==> src/rtl/flagsync_pin_cond.sv <==
module flagsync_pin_cond #(
  parameter int SYNC_STAGES     = 2,
  parameter int DEBOUNCE_CYCLES = 2500
) (
  input  logic clk,
  input  logic rst_n,
  input  logic pin_in,
  input  logic sync_src,
  input  logic lightload_a,
  input  logic lightload_b,
  input  logic in_is_flag,
  input  logic in_invert,
  input  logic in_debounce_en,
  input  logic out_is_flag,
  input  logic out_flag_sel_b,
  input  logic out_invert,
  output logic sync_in,
  output logic flag_in,
  output logic pin_out
);
  localparam int CW = $clog2(DEBOUNCE_CYCLES + 1);

  logic [SYNC_STAGES-1:0] sy;
  logic [CW-1:0]          cnt;
  logic                   flag_state;
  logic                   pin_s, lvl;

  always_ff @(posedge clk or negedge rst_n)
    if (!rst_n) sy <= '0;
    else        sy <= {sy[SYNC_STAGES-2:0], pin_in};

  assign pin_s = sy[SYNC_STAGES-1];
  assign lvl   = pin_s ^ in_invert;

  always_ff @(posedge clk or negedge rst_n) begin
    if (!rst_n) begin
      flag_state <= 1'b0;
      cnt        <= '0;
    end else if (!in_debounce_en) begin
      flag_state <= lvl;
      cnt        <= '0;
    end else if (lvl == flag_state) begin
      cnt <= '0;
    end else if (cnt == CW'(DEBOUNCE_CYCLES - 1)) begin
      flag_state <= lvl;
      cnt        <= '0;
    end else begin
      cnt <= cnt + 1'b1;
    end
  end

  assign flag_in = in_is_flag & flag_state;
  assign sync_in = ~in_is_flag & pin_s;
  assign pin_out = out_is_flag ? ((out_flag_sel_b ? lightload_b : lightload_a) ^ out_invert)
                               : sync_src;
endmodule

==> config.mk <==
export PLATFORM = sky130hd
export DESIGN_NAME = flagsync_pin_cond
export DESIGN_NICKNAME = d
export VERILOG_FILES = /design/src/rtl/flagsync_pin_cond.sv
export SDC_FILE = /design/constraint.sdc
export NUM_CORES = 1
export LEC_CHECK = 0
export BUFFER_PORTS_ARGS = -buffer_cell sky130_fd_sc_hd__buf_2
export CORE_ASPECT_RATIO = 1.5
export CORE_MARGIN = 2
export CORE_UTILIZATION = 25
export CTS_BUF_LIST = sky130_fd_sc_hd__clkbuf_2 sky130_fd_sc_hd__clkbuf_4 sky130_fd_sc_hd__clkbuf_8
export CTS_CLUSTER_DIAMETER = 150
export DETAILED_ROUTE_END_ITERATION = 16
export SYNTH_ARGS = -nofsm -noshare
export SYNTH_HDL_FRONTEND = slang
export SYNTH_SLANG_ARGS = --single-unit
==> constraint.sdc <==
create_clock -name clk -period 3.9 [get_ports clk]
set_clock_uncertainty 0.2 [all_clocks]
set_input_delay 0.195 -clock clk [delete_from_list [all_inputs] [get_ports clk]]
set_output_delay 0.195 -clock clk [all_outputs]
set_load 0.05 [all_outputs]
==> summary.md <==
| Metric | Value |
|---|---|
| Worst path bufs/invs | 0 |
| Maximum VDD drop | ~120 uV |
| Post-Syn Area | 753.2 sq um |
| Antenna diodes | 0 |
| Pre-antenna DRT Iters | 2 |
| Avg Cell Area, Syn | approximately 11 sq um |
| Tmin final | about 1.7 ns |
| Crit path launch type | register |
| Vias in the first global route | 592 |
| Final Hold Fails | 0 |
| Data arrival time of the worst path | 1.66 ns |
| Final Non-Filler Cells | 128 |
| Dpl cells | 122 |
| Fillers | ~320 |
| Layout area overhead | 22.92% |
| Most common cell after layout, fill and taps aside | dfrtp_1 |
| Worst stage delay on the critical path | 0.43 ns |
| Proportion of layout cells with a drive suffix above 1 | 26.97% |
| Die width | 48.82 um |
| PD cells | 369.6 nW/um^2 |
| DP Area | ~860 sq um |
| Total track usage | under 10% |
| Wire per inst | 10.34 um |
| Worst-path clk slew | approximately 0.060 ns |
| Clk buf depth | 2 |
| Netlist cell types | 21 |
| Initial antenna violation count | 0 |
| RSZ-0062 raised after global routing | false |
| Initial drt markers | 9 |
| Critical path's top delay family | simple AND/OR/NAND/NOR gates |
| CTS tree | yes |
| Clk_lat worst skew | 0.25 ns |
| Sequential fraction of the synthesis area | 49.83% |
| Slew headroom | roughly 78% |
| Register bit count reported by yosys | 15 |
| Initial core utilization | approximately a quarter |
| DP Worst Slack | 2.195 ns |
| Critical Path RT | 3.87 ns |
| Final-stage net count | 104 |
| Final Wtd Congestion | 0.7898 |
| Largest net degree at the start of global routing | 16 |
| Total wire length | 1323 um |
| CP cell instances | ha_1, and4_1, nand3_1, nand3_2, nor2_1 |
| Routed Antenna Nets | 0 |
| Worst Max-Slew Pin Slew | 0.3358 ns |
| # setup viols final | 0 |
| Peak fanout along the critical path | 12 |
| Met3 usage | under 10% |
| Die Y | 71.23 um |
| HP Class | input port to register |
| Outcome | finished, final reports clean |
| Total negative slack | 0 ns |
| Syn_nets | 85 |
| Met1 Usage GRT | 8.556% |
| Critical path endpoint category | register |
| # Post-CTS Setup Buffers | 0 |
| Die area | 3477 sq um |
| I/O pins | 15 |
| Residual DRC | 0 |
| CTS H-tree lvls | 1 |
| Maxcap violations | 0 |
| Total CTS buffers | 3 |
| Core area | 2883 sq um |
| Hpwl dp | about 1000 um |
| Global-route wire length before repair | 2373 um |
| Clk sinks | 15 |
| I/O Buffers | 14 |
| Number of vias in the routed layout | 555 |
| Clk root buf | clkbuf_8 |
| Final instance area | 925.9 sq um |
| F_max | between 0.5 and 0.6 GHz |
| Max Slew Vio Count | 0 |
| GRT Residual Overflow | 0 |
| Final worst setup slack | 2.210 ns |
| Row Count | 24 |
| GR peak layer | met2 |
| WS Path Type | register to register |
| Slowest cell on crit path | dfrtp_1 |
| LEAKAGE | ~0.0004 uW |
| Grt met2 use | 16.89% |
| Tcrit/Tclk final | 43.33% |
| Post-Synthesis Cells | 71 |
| Commonest cells after routing, fill and taps aside | dfrtp_1 (15), buf_2 (14), nor2_1 (12) |
| Vias per cell | 4.336 |
| Yosys Warn Count | 0 |
-- final cells by class --
type	count	area (sq um)	share of cell area [%]
clock buffer	4	48.80	5.270
inverter	1	3.754	0.4054
multi-input combinational	53	359.1	38.78
sequential	15	375.4	40.54
tap	39	48.80	5.270
timing repair buffer	16	90.09	9.730
-- worst paths after layout --
kind / to / startpoint / slack, ns / cells past startpoint
min: flag_state / in_debounce_en / 0.08 / 3
max reg2reg: cnt[3] / cnt[0] / 2.21 / 5
min reg2reg: sy[1] / sy[0] / 0.15 / 0
max: cnt[3] / cnt[0] / 2.21 / 5
min in group asynchronous: cnt[9] / rst_n / 0.18 / 2
max in group asynchronous: cnt[11] / rst_n / 3.07 / 2
-- per-layer routing --
metal | share of wire (%) | wire, um
met1 | 39 | 515
met2 | 54 | 713
met3 | 3.3 | 44
met4 | 3.7 | 49
met5 | 0 | 0
-- worst min-delay path, delay by kind of cell --
family | cells | cell delay, ns
multiplexers | 1 | 0.14
buffers and inverters | 1 | 0.11
AND/OR/NAND/NOR | 1 | 0.06
-- where the power goes --
part	total (uW)	switching, uW	internal (uW)
clock network	131	51.9	79.3
logic	44.0	27.8	16.2
registers	167	5.87	161
total	342	85.6	257
-- logic make-up after synthesis --
kind of cell	synth area share [%]
and+or+nand+nor	24.92
DFF	49.83
buffers and inverters	2.491
xor gates and xnor gates	15.12
muxes	4.319
adders and majority gates	3.322
-- state kept, by name, summed over array words and instances, names as in the netlist --
name	cells
cnt	12
sy	2
flag_state	1
-- synth_stat cells --
cell,count,area share (%)
dfrtp_1,15,50
nor2_1,12,6.0
xor2_1,8,9.3
nand3_1,6,4.0
xnor2_1,5,5.8
nand2_1,4,2.0
nand4_1,3,2.5
buf_4,2,2.0
ha_1,2,3.3
mux2_2,2,3.0
nor3_1,2,1.3
and2_1,1,0.83
and4_1,1,1.2
and4_2,1,1.3
inv_1,1,0.50
mux2i_1,1,1.3
nand3_2,1,1.3
nor2_2,1,0.83
nor2b_1,1,0.83
nor4_2,1,1.7
nor4b_1,1,1.2
-- timing repair --
| action | in CTS | in global routing |
|---|---|---|
| hold endpoints to repair | 16 | 0 |
| hold buffers | 2 | 0 |
| setup endpoints to repair | 0 | 0 |
| resized for setup | 0 | 0 |
-- metrics by stage --
stage	power [uW]	hold WS (ns)	util (%)
after floorplan	199.6	-0.3006	-
after global placement	212.6	-0.07951	29.73
after detailed placement	213.6	-0.07995	29.73
after CTS	346.5	0.09143	32.12
after global routing	359.7	0.1007	32.12
final	342.2	0.08400	32.12
No activity file was read; power rests on OpenSTA's default activity.
